===== src/rtl/core_rst_ctl.sv =====
module core_rst_ctl #(
  parameter int NUM_TXF   = 16,
  parameter int FLUSH_CYC = 8
) (
  input  logic               clk,
  input  logic               rst_n,
  input  logic               wr_en,
  input  logic [10:0]        wr_data,
  output logic [31:0]        rd_data,
  input  logic               mask_we,
  input  logic [31:0]        mask_wdata,
  input  logic               cfg_we,
  input  logic [31:0]        cfg_wdata,
  input  logic [31:0]        int_set,
  input  logic [31:0]        int_clr,
  input  logic               sm_idle,
  input  logic               hb_done,
  input  logic               mst_busy,
  input  logic               dma_req,
  output logic               core_rst,
  output logic               hbus_rst,
  output logic               frm_rst,
  output logic               tknq_flush,
  output logic               rx_flush,
  output logic [NUM_TXF-1:0] tx_flush,
  output logic [31:0]        int_mask,
  output logic [31:0]        cfg,
  output logic [31:0]        int_sts
);
  localparam int CW = $clog2(FLUSH_CYC + 1);
  localparam logic [4:0] SEL_ALL = 5'd16;

  logic          core_q, hb_q, frm_q, tkn_q, rx_q, tx_q;
  logic [4:0]    sel_q;
  logic [CW-1:0] rx_cnt, tx_cnt;
  logic          idle;

  always_ff @(posedge clk or negedge rst_n) begin
    if (!rst_n) begin
      core_q <= 1'b0; hb_q <= 1'b0; frm_q <= 1'b0; tkn_q <= 1'b0;
      rx_q <= 1'b0; tx_q <= 1'b0; sel_q <= '0;
      rx_cnt <= '0; tx_cnt <= '0;
      int_mask <= '0; cfg <= '0; int_sts <= '0;
    end else begin
      if (wr_en && wr_data[0]) core_q <= 1'b1;
      else if (core_q && sm_idle) core_q <= 1'b0;

      if (wr_en && wr_data[1]) hb_q <= 1'b1;
      else if (hb_q && hb_done) hb_q <= 1'b0;

      frm_q <= wr_en && wr_data[2];
      tkn_q <= wr_en && wr_data[3];

      if (!rx_q) begin
        if (wr_en && wr_data[4]) begin
          rx_q   <= 1'b1;
          rx_cnt <= CW'(FLUSH_CYC - 1);
        end
      end else if (rx_cnt == '0) rx_q <= 1'b0;
      else rx_cnt <= rx_cnt - 1'b1;

      if (!tx_q) begin
        if (wr_en) sel_q <= wr_data[10:6];
        if (wr_en && wr_data[5]) begin
          tx_q   <= 1'b1;
          tx_cnt <= CW'(FLUSH_CYC - 1);
        end
      end else if (tx_cnt == '0) tx_q <= 1'b0;
      else tx_cnt <= tx_cnt - 1'b1;

      if (core_q) int_mask <= '0;
      else if (mask_we) int_mask <= mask_wdata;

      if (cfg_we) cfg <= cfg_wdata;
      int_sts <= (int_sts & ~int_clr) | int_set;
    end
  end

  for (genvar i = 0; i < NUM_TXF; i++) begin : g_txf
    assign tx_flush[i] = core_q | (tx_q & ((sel_q == 5'(i)) | (sel_q == SEL_ALL)));
  end

  assign core_rst   = core_q;
  assign hbus_rst   = hb_q;
  assign frm_rst    = frm_q;
  assign tknq_flush = tkn_q;
  assign rx_flush   = core_q | rx_q;
  assign idle       = !(core_q | hb_q | frm_q | tkn_q | rx_q | tx_q) && !mst_busy;
  assign rd_data    = {idle, dma_req, 19'b0, sel_q, tx_q, rx_q, tkn_q, frm_q, hb_q, core_q};

  logic [CW:0] rx_run;
  always_ff @(posedge clk or negedge rst_n)
    if (!rst_n) rx_run <= '0;
    else rx_run <= rd_data[4] ? rx_run + 1'b1 : '0;

  assert_rx_len_R5: assert property (@(posedge clk) disable iff (!rst_n)
    rd_data[4] |-> (int'(rx_run) < FLUSH_CYC));
  assert_rx_end_R5: assert property (@(posedge clk) disable iff (!rst_n)
    $fell(rd_data[4]) |-> (int'($past(rx_run)) == FLUSH_CYC - 1));
  assert_sel_hold_R7: assert property (@(posedge clk) disable iff (!rst_n)
    (rd_data[5] && $past(rd_data[5])) |-> $stable(rd_data[10:6]));
  assert_mask_clr_R4: assert property (@(posedge clk) disable iff (!rst_n)
    rd_data[0] |=> (int_mask == '0));
  assert_cfg_keep_R4: assert property (@(posedge clk) disable iff (!rst_n)
    (rd_data[0] && !cfg_we) |=> $stable(cfg));
  assert_core_end_R2: assert property (@(posedge clk) disable iff (!rst_n)
    (rd_data[0] && sm_idle && !(wr_en && wr_data[0])) |=> !core_rst);
  assert_flush_all_R3: assert property (@(posedge clk) disable iff (!rst_n)
    core_rst |-> (&tx_flush && rx_flush));
  assert_one_fifo_R6: assert property (@(posedge clk) disable iff (!rst_n)
    (!core_rst && rd_data[10:6] != SEL_ALL) |-> $onehot0(tx_flush));
  assert_idle_R10: assert property (@(posedge clk) disable iff (!rst_n)
    rd_data[31] |-> (rd_data[5:0] == 6'b0 && !mst_busy));
endmodule


===== config.mk =====
export PLATFORM = sky130hd
export DESIGN_NAME = core_rst_ctl
export DESIGN_NICKNAME = d
export VERILOG_FILES = /design/src/rtl/core_rst_ctl.sv
export SDC_FILE = /design/constraint.sdc
export NUM_CORES = 1
export LEC_CHECK = 0
export ABC_AREA = 0
export BUFFER_PORTS_ARGS = -buffer_cell sky130_fd_sc_hd__buf_2
export CAP_MARGIN = 40
export CORE_AREA = 2 2 117 119
export CTS_CLUSTER_SIZE = 14
export DETAILED_ROUTE_END_ITERATION = 7
export DIE_AREA = 0 0 119 121
export GPL_ROUTABILITY_DRIVEN = 0
export PLACE_DENSITY = 0.82
export SYNTH_ARGS = -nofsm -noshare
export SYNTH_HDL_FRONTEND = slang
export SYNTH_SLANG_ARGS = --single-unit

===== constraint.sdc =====
create_clock -name clk -period 2.8 [get_ports clk]
set_input_delay 0.42 -clock clk [delete_from_list [all_inputs] [get_ports clk]]
set_output_delay 0.42 -clock clk [all_outputs]
set_load 0.02 [all_outputs]

; Word level (Yosys, flattened, before mapping)
; Index checks and enable logic that the tools add are counted.
; W data, S select, Z words.
[word_totals]
regBits = 115
latch_bits = 0
ramBits = 0
mem_bits_ro = 0
input_bits = 148
out_inout_bits = 149
elab_cells = 130
n_memories = 0
[classes]
addsub = 2
mul = 0
n_div = 0
magnitude_cmp = 0
n_eq_ne = 18
shift = 0
n_mux = 18
bitwise = 58
reduce_logical = 22
[op_table]
columns = cell, n
row1 = $mux W32, 2
row2 = $eq A5 B4 Y1 const B, 8
row3 = $or A1 B1 Y1, 38
row4 = $and A32 B32 Y32, 1
row5 = $not A32 Y32, 1
row6 = $or A32 B32 Y32, 1
row7 = $mux W4, 6
row8 = $eq A5 B3 Y1 const B, 4
row9 = $and A1 B1 Y1, 16
row10 = $eq A5 B2 Y1 const B, 2
row11 = $mux W1, 10
row12 = $reduce_bool A2 Y1, 5
row13 = $logic_and A1 B1 Y1, 9
row14 = $logic_not A4 Y1, 2
row15 = $sub A4 B1 Y4 const B, 2
row16 = $reduce_and A2 Y1, 3
row17 = $eq A5 B1 Y1 const B, 1
row18 = $eq A5 B5 Y1 const B, 1
row19 = $logic_not A5 Y1, 1
row20 = $ne A2 B2 Y1 const B, 2
row21 = $logic_not A1 Y1, 2
row22 = $not A1 Y1, 1

; Longest topological paths before layout
; Gate-level depths: netlist of run 1.
[logic_depth]
depth_word = 7
mapped_depth = 5
ltp_nobuf = 5

; Worst setup path before layout of run 1
; No wires, ideal clock.
[synth_timing]
kind = register -> output
startpoint = reg sel_q[0]
endpoint = out tx_flush[4]
t_arrival_ns = 1.548
required_time_ns = 2.380
setup_slack_ns = 0.832
stages_incl_launch_ff = 5
path_buffers = 1
cell_sequence = dfrtp_1 > clkbuf_1 > nor2_1 > nand3_1 > o21ai_0
[synth_via]
elab_chain_len = 4
elab_cells_between_ends = 5
classes_between = eq/ne (2) / bitwise (3)
[synth_lines]
columns = element, line_no
row1 = start: declaration, 34  ; logic [4:0] sel_q;
row2 = start signal: assignment, 63  ; if (wr_en) sel_q <= wr_data[10:6];
row3 = $eq A5 B3 Y1 or $eq A5 B5 Y1 (tied branches), 80  ; assign tx_flush[i] = core_q | (tx_q & ((sel_q == 5'(i)) | (sel_q == SEL_ALL)));
row4 = $or A1 B1 Y1 *, 80
row5 = $and A1 B1 Y1 *, 80
row6 = $or A1 B1 Y1 *, 80
row7 = end: declaration, 25  ; output logic [NUM_TXF-1:0] tx_flush,
; Every way passes the cells marked *; elsewhere a longest branch is shown, timed or not.

; Worst setup path after layout of run 1
; Ends and elaborated chain as after synthesis.

==> summary.txt, run 1 <==
status = finished, final reports clean
CP Capture Type = primary output
Synth Warn # = 0
DRT iter0 DRCs = 155
Leakage Power = 3.86 nW
clock skew = 4.88 ps
startpoint types = flip-flop
share of cells above drive strength 1 = 50.3%
Cell Chain, Critical Path = nor2_1 > nand3_1 > o21ai_0 > buf_2
post-synth top area cell = dfrtp_1
# diodes = 0
Gate Count Post-Synth = 423
min-delay src = int_set[17]
Starting Density = 38.5%
hold buffers post-CTS = 1
CP peak stage delay = 470 ps
fraction of registers with async set/reset = 100%
Max Slew Vio Count = 0
Crit. Startpoint = sel_q[0]
worst min path class = in2reg
slowest CP cell = dfrtp_1
vias in the first global route = 4152
Slew headroom = 53.8%
syn_area_per_cell = 11.9 sq um
Netlist cell types = 40
Post-synth EDFFs = 0
ys flop type = dfrtp_1
RR Startpoint = rx_cnt[0]
WP buf/inv = 1
WL per Instance = 14.0 um
die width = 119 um
via/cell ratio = 4.52
root buffer cell = clkbuf_16
GRT Total Usage = 17.7%
Inserted Clock Buffers = 17
Yosys top cell area share = 57.2%
DRC = 0
CP required = 2380 ps
# nets final = 847
Area Growth Syn to Fin = 40.4%
Post-CTS Setup Repair Bufs = 0
maximum vdd drop = 0.480 mV
count leader, synth = dfrtp_1
post-synthesis sequential area ratio = 57.2%
Max FO, Critical Path = 10
grt total ovfl = 0
Least-Margin Pin Slew = 692 ps
Period Utilization, post-route = 79.4%
Core Rows = 42
initial antenna violation count = 0
total of max-cap violations = 0
PwrDens = 817 nW/um^2
Syn Std Cell Area = 5030 sq um
largest net degree at the start of global routing = 55
CTS tree = done
CP top delay family = simple AND/OR/NAND/NOR gates
max frequency = 0.450 GHz
H-tree depth = 4
first-pass GRT wire length = 19800 um
Setup CP Type = reg2out
Post-DRT Antenna Nets = 0
total negative slack = 0 ps
post-DP HPWL = 9680 um
CP arrival = 1800 ps
most instantiated cells after synthesis = dfrtp_1 (115), inv_1 (40), mux2i_1 (39)
setup ws final = 576 ps
flop and latch count out of synthesis = 115
Tmin final = 2220 ps
Ports = 297
die area = 14400 sq um
Final setup violation count = 0
total chip power = 5.78 mW
post_cts resized = 0
final WL = 12400 um
Area contributors post-synth = dfrtp_1 (57%), mux2_2 (7.8%), mux2i_1 (7.8%)
Pre-antenna DRT Iters = 4
port buffer count = 275
Hold Violations, Final = 0
clock sinks = 115
die height = 121 um
Clock Pin Slew Worst Setup and Hold Paths = 60 ps
core area = 13100 sq um
later-pin clock latency in the skew report = 410 ps
RSZ-0062 raised after global routing = false
Setup Slack @ Placement = 996 ps
CTS max path bufs = 2
vias = 4000
## area by class of cell
class / count / area, sq um
multi-input cells: 240 / 1780
fillers: 1127 / 6020
well taps: 176 / 220
inverters: 40 / 150
clock buffers: 19 / 443
flip-flops and latches: 115 / 2880
repair buffers: 281 / 1440
clock inverters: 13 / 159
## per-layer routing
layer	track usage, %	up-vias	share of wire [%]
met5	0	-	0
met3	6.25	23	8.5
li1	-	1909	-
met1	20.3	1873	40
met2	29.6	195	50
met4	8.78	0	2.1
## metrics by stage
stage / cells / utilization, % / hold slack [ps] / cell area (sq um)
final: 884 / 54.0 / 183 / 7070
after global placement: 851 / 49.3 / 403 / 6450
after CTS: 884 / 54.0 / 160 / 7070
after global routing: 884 / 54.0 / 164 / 7070
after floorplan: 441 / - / 124 / 5100
after detailed placement: 851 / 49.3 / 405 / 6450
## placed cells by master (no fill, tap or decap), types with 3 or more instances in the layout
cell / Yosys / layout
a21o_1: 33 / 33
a21oi_1: 5 / 5
buf_2: 11 / 274
buf_4: 27 / 5
bufinv_16: 0 / 3
clkbuf_16: 0 / 17
clkinv_2: 0 / 4
clkinvlp_4: 0 / 3
conb_1: 1 / 19
dfrtp_1: 115 / 115
ha_1: 4 / 4
inv_1: 40 / 40
mux2_2: 35 / 35
mux2i_1: 39 / 39
nand2_1: 14 / 14
nand2b_1: 5 / 5
nor2_1: 38 / 38
o21ai_0: 15 / 15
## path summary, 6_finish.rpt
path                                     to  slack, ps  depth (start not counted)
worst max-delay path            tx_flush[4]        580                          4
min in group asynchronous           frm_rst        500                          2
max in group asynchronous        int_sts[8]       1570                          3
worst min register to register  int_sts[20]        470                          1
worst min-delay path            int_sts[17]        180                          2
worst max register to register    rx_cnt[1]       1210                          5
## registers in the layout, indices dropped and copies added (netlist names), 4 cells and up
register  count
cfg          32
int_mask     32
int_sts      32
sel_q         5
rx_cnt        4
tx_cnt        4
## cell families after synthesis
logic type	share of synthesized area, %
other	0.0745
XOR/XNOR	0.696
flip-flops	57.2
AND/OR/NAND/NOR	7.76
adder cells (fa/ha/maj)	0.995
multiplexers	16.0
buffers and inverters	8.85
AO/OA/AOI/OAI	8.40
## power breakdown
part	total [mW]	switching (mW)	internal, mW
clock network	2.18	0.759	1.42
registers	2.16	0.268	1.90
logic	1.44	0.815	0.621
total	5.78	1.84	3.93
## worst reg2reg max path: stages (launching register included)
cell and delay, ps:
dfrtp_1 400, inv_1 120, ha_1 200, nor3b_1 450
or2_2 200, a32oi_1 80
Note: power is estimated with default switching activity, not from simulation.
==> run 2, diff against run 1 <==
--- a/config.mk
+++ b/config.mk
@@ -8,12 +8,12 @@
 export ABC_AREA = 0
 export BUFFER_PORTS_ARGS = -buffer_cell sky130_fd_sc_hd__buf_2
 export CAP_MARGIN = 40
-export CORE_AREA = 2 2 117 119
+export CORE_AREA = 2 2 116 118
 export CTS_CLUSTER_SIZE = 14
 export DETAILED_ROUTE_END_ITERATION = 7
-export DIE_AREA = 0 0 119 121
+export DIE_AREA = 0 0 118 120
 export GPL_ROUTABILITY_DRIVEN = 0
-export PLACE_DENSITY = 0.82
+export PLACE_DENSITY = 0.86
 export SYNTH_ARGS = -nofsm -noshare
 export SYNTH_HDL_FRONTEND = slang
 export SYNTH_SLANG_ARGS = --single-unit
==> constraint.sdc (replaced) <==
create_clock -name clk -period 1.9 [get_ports clk]
set_input_delay 0.285 -clock clk [delete_from_list [all_inputs] [get_ports clk]]
set_output_delay 0.285 -clock clk [all_outputs]
set_load 0.02 [all_outputs]
==> run 2 against run 1 <==
Against the previous run: combinational power increased by 92%; clock-buffer cell count unchanged; critical path type unchanged; final cell count increased by 2.3%; highest routed layer unchanged.
==> summary.txt, run 2 (synthesis gave the netlist of run 1 again) <==
commonest cells after routing, fill and taps aside = buf_2 (267), dfrtp_1 (107), inv_1 (40), mux2i_1 (39), nor2_1 (38)
RR Startpoint = tx_cnt[0]
Setup CP Type = reg2out
Pre-antenna DRT Iters = 4
final WL = 13000 um
Worst Reg-to-Reg Cells = 5
CP arrival = 1610 ps
Least-Margin Pin Slew = 677 ps
CP Capture Type = primary output
commonest non-fill, non-tap cell in the layout = buf_2
reg-to-reg endpoint = tx_cnt[0]
fillers = 1060
root buffer cell = clkbuf_16
clock share of power = 33.0%
min-delay src = int_set[11]
Setup Slack @ Placement = 256 ps
# diodes = 0
Top Registers = cfg: 32 flops, int_mask: 32 flops, int_sts: 32 flops
PwrDens = 1200 nW/um^2
CTS tree = done
H-tree depth = 4
status = finished, final reports clean
grt total ovfl = 0
Post-Layout Cell Count = 904
CP peak stage delay = 440 ps
slowest CP cell = dfrtp_2
die height = 120 um
CP required = 1620 ps
via/cell ratio = 4.59
setup ws final = 4.17 ps
port buffer count = 275
P_int = 5.89 mW
Final setup violation count = 0
RSZ-0062 raised after global routing = true
later-pin clock latency in the skew report = 410 ps
Cells after DPL = 852
WL per Instance = 14.4 um
first-pass GRT wire length = 20400 um
clock sinks = 115
Ports = 297
worst hold endpoint = int_sts[11]
Sw Ratio = 33.0%
Max Slew Vio Count = 0
Starting Density = 38.8%
DRT iter0 DRCs = 131
switching power = 2.90 mW
GRT Total Usage = 18.4%
Post-DRT Antenna Nets = 0
initial antenna violation count = 0
Tmin final = 1900 ps
WP buf/inv = 2
core area = 13000 sq um
Max FO, Critical Path = 5
# nets final = 867
Gate power share = 31.5%
Cell Chain, Critical Path = buf_4 > nand4bb_4 > o21ai_0 > buf_2
max frequency = 0.527 GHz
DRC = 0
die area = 14200 sq um
Area Growth Syn to Fin = 45.0%
vias = 4149
sequential power share = 35.5%
Hold Violations, Final = 0
Reg2Reg Setup Slack = 340 ps
total chip power = 8.79 mW
die width = 118 um
Clock Pin Slew Worst Setup and Hold Paths = 60 ps
Period Utilization, post-route = 99.8%
total of max-cap violations = 0
Inserted Clock Buffers = 17
CTS max path bufs = 2
Slew headroom = 54.8%
Hold Path Stages = 2
largest net degree at the start of global routing = 116
maximum vdd drop = 0.649 mV
Leakage Power = 3.97 nW
worst min path class = in2reg
Core Rows = 42
startpoint types = flip-flop
clock skew = 6.04 ps
total negative slack = 0 ps
vias in the first global route = 4186
post-DP HPWL = 9630 um
share of cells above drive strength 1 = 53.3%
CP top delay family = flip-flops
-- run 2: cell types whose count changed in the layout (fill, tap and decap cells not counted), moves of 3 or more --
cell / before / now
buf_12: 1 / 4
buf_4: 5 / 24
o21ai_1: 0 / 10
buf_2: 274 / 267
o21ai_0: 15 / 5
dfrtp_2: 0 / 8
buf_6: 0 / 4
dfrtp_1: 115 / 107
-- run 2: repair_timing --
action,in CTS,in global routing
hold buffers,1,0
buffers inserted,9,9
pin swaps,3,7
hold endpoints to repair,26,0
cloned,1,0
resized for setup,11,24
setup endpoints to repair,16,16
-- run 2: worst max path at each step --
stage	cells after the start	endpoint	start	slack, ps
after floorplan	4	tx_flush[4]	sel_q[0]	70
after global placement	4	tx_flush[6]	sel_q[2]	330
after detailed placement	4	tx_flush[15]	sel_q[2]	260
after CTS	3	rd_data[31]	tknq_flush	-50
after global routing	4	tx_flush[9]	sel_q[2]	-60
final	4	tx_flush[10]	sel_q[2]	4
-- run 2: per-layer routing --
metal,share of wire (%),global-route usage (%)
met1,38,20.3
met2,51,31.2
met3,8.2,7.27
met4,3.1,8.58
met5,0,0
-- run 2: through the flow --
stage / utilization (%) / hold WS [ps] / cell area (sq um)
finish: 56.2 / 51.2 / 7300
floorplan: - / -10.6 / 5100
detailed placement: 50.0 / 413 / 6490
CTS: 55.0 / 34.8 / 7140
global route: 56.2 / 28.2 / 7300
global placement: 50.0 / 410 / 6490
-- run 2: area by class of cell --
type | instances | area, sq um | area share (%)
Multi-Input combinational cell | 241 | 1840 | 25.3
Clock buffer | 19 | 433 | 5.93
Inverter | 40 | 150 | 2.06
Clock inverter | 13 | 113 | 1.54
Sequential cell | 115 | 2890 | 39.6
Tap cell | 176 | 220 | 3.02
Timing Repair Buffer | 300 | 1650 | 22.6
-- run 2: power groups by stage --
stage                     clock network (mW)  logic, mW  registers [mW]
after floorplan                            0       1.34            3.35
after global placement                     0       2.14            3.18
after detailed placement                   0       2.18            3.20
after CTS                               2.96       2.40            3.13
after global routing                    3.09       2.99            3.17
final                                   2.90       2.77            3.12
==> run 3, diff against run 2 <==
--- a/config.mk
+++ b/config.mk
@@ -13,7 +13,8 @@
 export DETAILED_ROUTE_END_ITERATION = 7
 export DIE_AREA = 0 0 118 120
 export GPL_ROUTABILITY_DRIVEN = 0
-export PLACE_DENSITY = 0.86
+export PLACE_DENSITY = 0.84
+export SETUP_SLACK_MARGIN = 0.02
 export SYNTH_ARGS = -nofsm -noshare
 export SYNTH_HDL_FRONTEND = slang
 export SYNTH_SLANG_ARGS = --single-unit
==> run 3 against run 2 <==
Against the previous run: the run now ends with negative setup slack left; power down 1.1%; critical path depth grew 1; design area shrank 0.91%; critical endpoint is now tx_flush[15]; largest power group unchanged; highest routed layer unchanged.
==> summary.txt, run 3 (synthesis gave the netlist of run 1 again) <==
status = complete, but fails checks
failing checks = negative setup slack
Top cell by count, worst path = buf_4
Max FO, Critical Path = 5
Ports = 297
later-pin clock latency in the skew report = 400 ps
port buffer count = 275
CP required = 1620 ps
commonest non-fill, non-tap cell in the layout = buf_2
# diodes = 0
final hold slack = 57.0 ps
Top Registers = cfg: 32 flops, int_mask: 32 flops, int_sts: 32 flops
DRT iter0 DRCs = 130
WL per Instance = 13.4 um
Starting Density = 38.8%
clock sinks = 115
Clock Pin Slew Worst Setup and Hold Paths = 50 ps
final WL = 12000 um
routed wl met3 = 982 um
vias = 4071
DRC = 0
Slew headroom = 65.8%
Area Growth Syn to Fin = 43.7%
Core Rows = 42
worst min path class = in2reg
die width = 118 um
max frequency = 0.525 GHz
Finished Core Util = 55.7%
Max Slew Vio Count = 0
H-tree depth = 4
WP buf/inv = 3
largest net degree at the start of global routing = 60
startpoint types = flip-flop
first-pass GRT wire length = 19200 um
Setup CP Type = reg2out
GRT Total Usage = 17.1%
root buffer cell = clkbuf_16
DR top layer = met4
Pre-antenna DRT Iters = 5
total of max-cap violations = 0
PwrDens = 1200 nW/um^2
CP arrival = 1620 ps
commonest cells after routing, fill and taps aside = buf_2 (267), dfrtp_1 (110), inv_1 (40), mux2i_1 (39), nor2_1 (38)
die height = 120 um
post-DP HPWL = 9000 um
Final setup violation count = 1
CP top delay family = buffers and inverters
metal2 WL = 6180 um
Seq. cell area = 2880 sq um
# nets final = 862
total chip power = 8.69 mW
CTS max path bufs = 2
Cell Chain, Critical Path = buf_4 > buf_4 > nand4b_1 > o21ai_1 > buf_4
core area = 13000 sq um
slowest CP cell = dfrtp_2
Least-Margin Pin Slew = 507 ps
RSZ-0062 raised after global routing = true
setup ws final = -6.12 ps
initial antenna violation count = 0
die area = 14200 sq um
Leakage Power = 3.93 nW
Inserted Clock Buffers = 17
CP peak stage delay = 410 ps
grt total ovfl = 0
via/cell ratio = 4.53
Period Utilization, post-route = 100%
fillers = 1130
maximum vdd drop = 0.572 mV
vias in the first global route = 4069
CP Capture Type = primary output
Met1 Wirelength = 4780 um
multi-input combinational cell area = 1800 sq um
Tmin final = 1910 ps
Post-DRT Antenna Nets = 0
share of cells above drive strength 1 = 51.9%
Hold Violations, Final = 0
clock skew = 7.18 ps
CTS tree = done
## run 3: layer usage
layer | GRT usage, % | vias up
li1 | - | 1940
met1 | 20.3 | 1928
met2 | 29.1 | 195
met3 | 6.08 | 8
met4 | 5.20 | 0
met5 | 0 | -
## run 3: worst paths after layout
check | startpoint | endpoint | slack, ps | cells after the start
worst max-delay path | tx_q | tx_flush[15] | -6 | 5
worst min-delay path | hb_done | hbus_rst | 60 | 2
worst max register to register | rx_cnt[0] | rx_cnt[1] | 360 | 5
worst min register to register | int_sts[19] | int_sts[19] | 470 | 1
max in group asynchronous | rst_n | cfg[15] | 1160 | 3
min in group asynchronous | rst_n | int_mask[15] | 450 | 3
## run 3: cell type report
type / count / share of cell area (%)
timing repair buffer: 295 / 22.4
clock inverter: 10 / 1.52
sequential: 115 / 39.9
clock buffer: 22 / 6.14
tap: 176 / 3.04
multi-input combinational: 241 / 24.9
inverter: 40 / 2.08
## run 3: metrics by stage
step	worst slack, ps	std cells	setup TNS, ps	instance area [sq um]
CTS	-58.8	898	-58.8	7180
finish	-6.12	899	-6.12	7230
detailed placement	273	855	0	6510
floorplan	67.2	441	0	5100
global placement	308	855	0	6510
global route	-96.5	899	-551	7230
## run 3: repair_timing
| item | 4_1_cts | 5_1_grt |
|---|---|---|
| resized for setup | 11 | 14 |
| buffers inserted | 9 | 1 |
| hold buffers | 1 | 0 |
| cloned | 1 | 0 |
| setup endpoints to repair | 16 | 15 |
| pin swaps | 1 | 6 |
| endpoints found under the hold margin | 115 | 0 |
## run 3: power breakdown
part | leakage [nW] | total [mW] | switching [mW] | internal, mW
Sequential | 1.36 | 3.11 | 0.298 | 2.81
Clock | 0.260 | 2.95 | 1.04 | 1.91
Combinational | 2.32 | 2.63 | 1.43 | 1.20
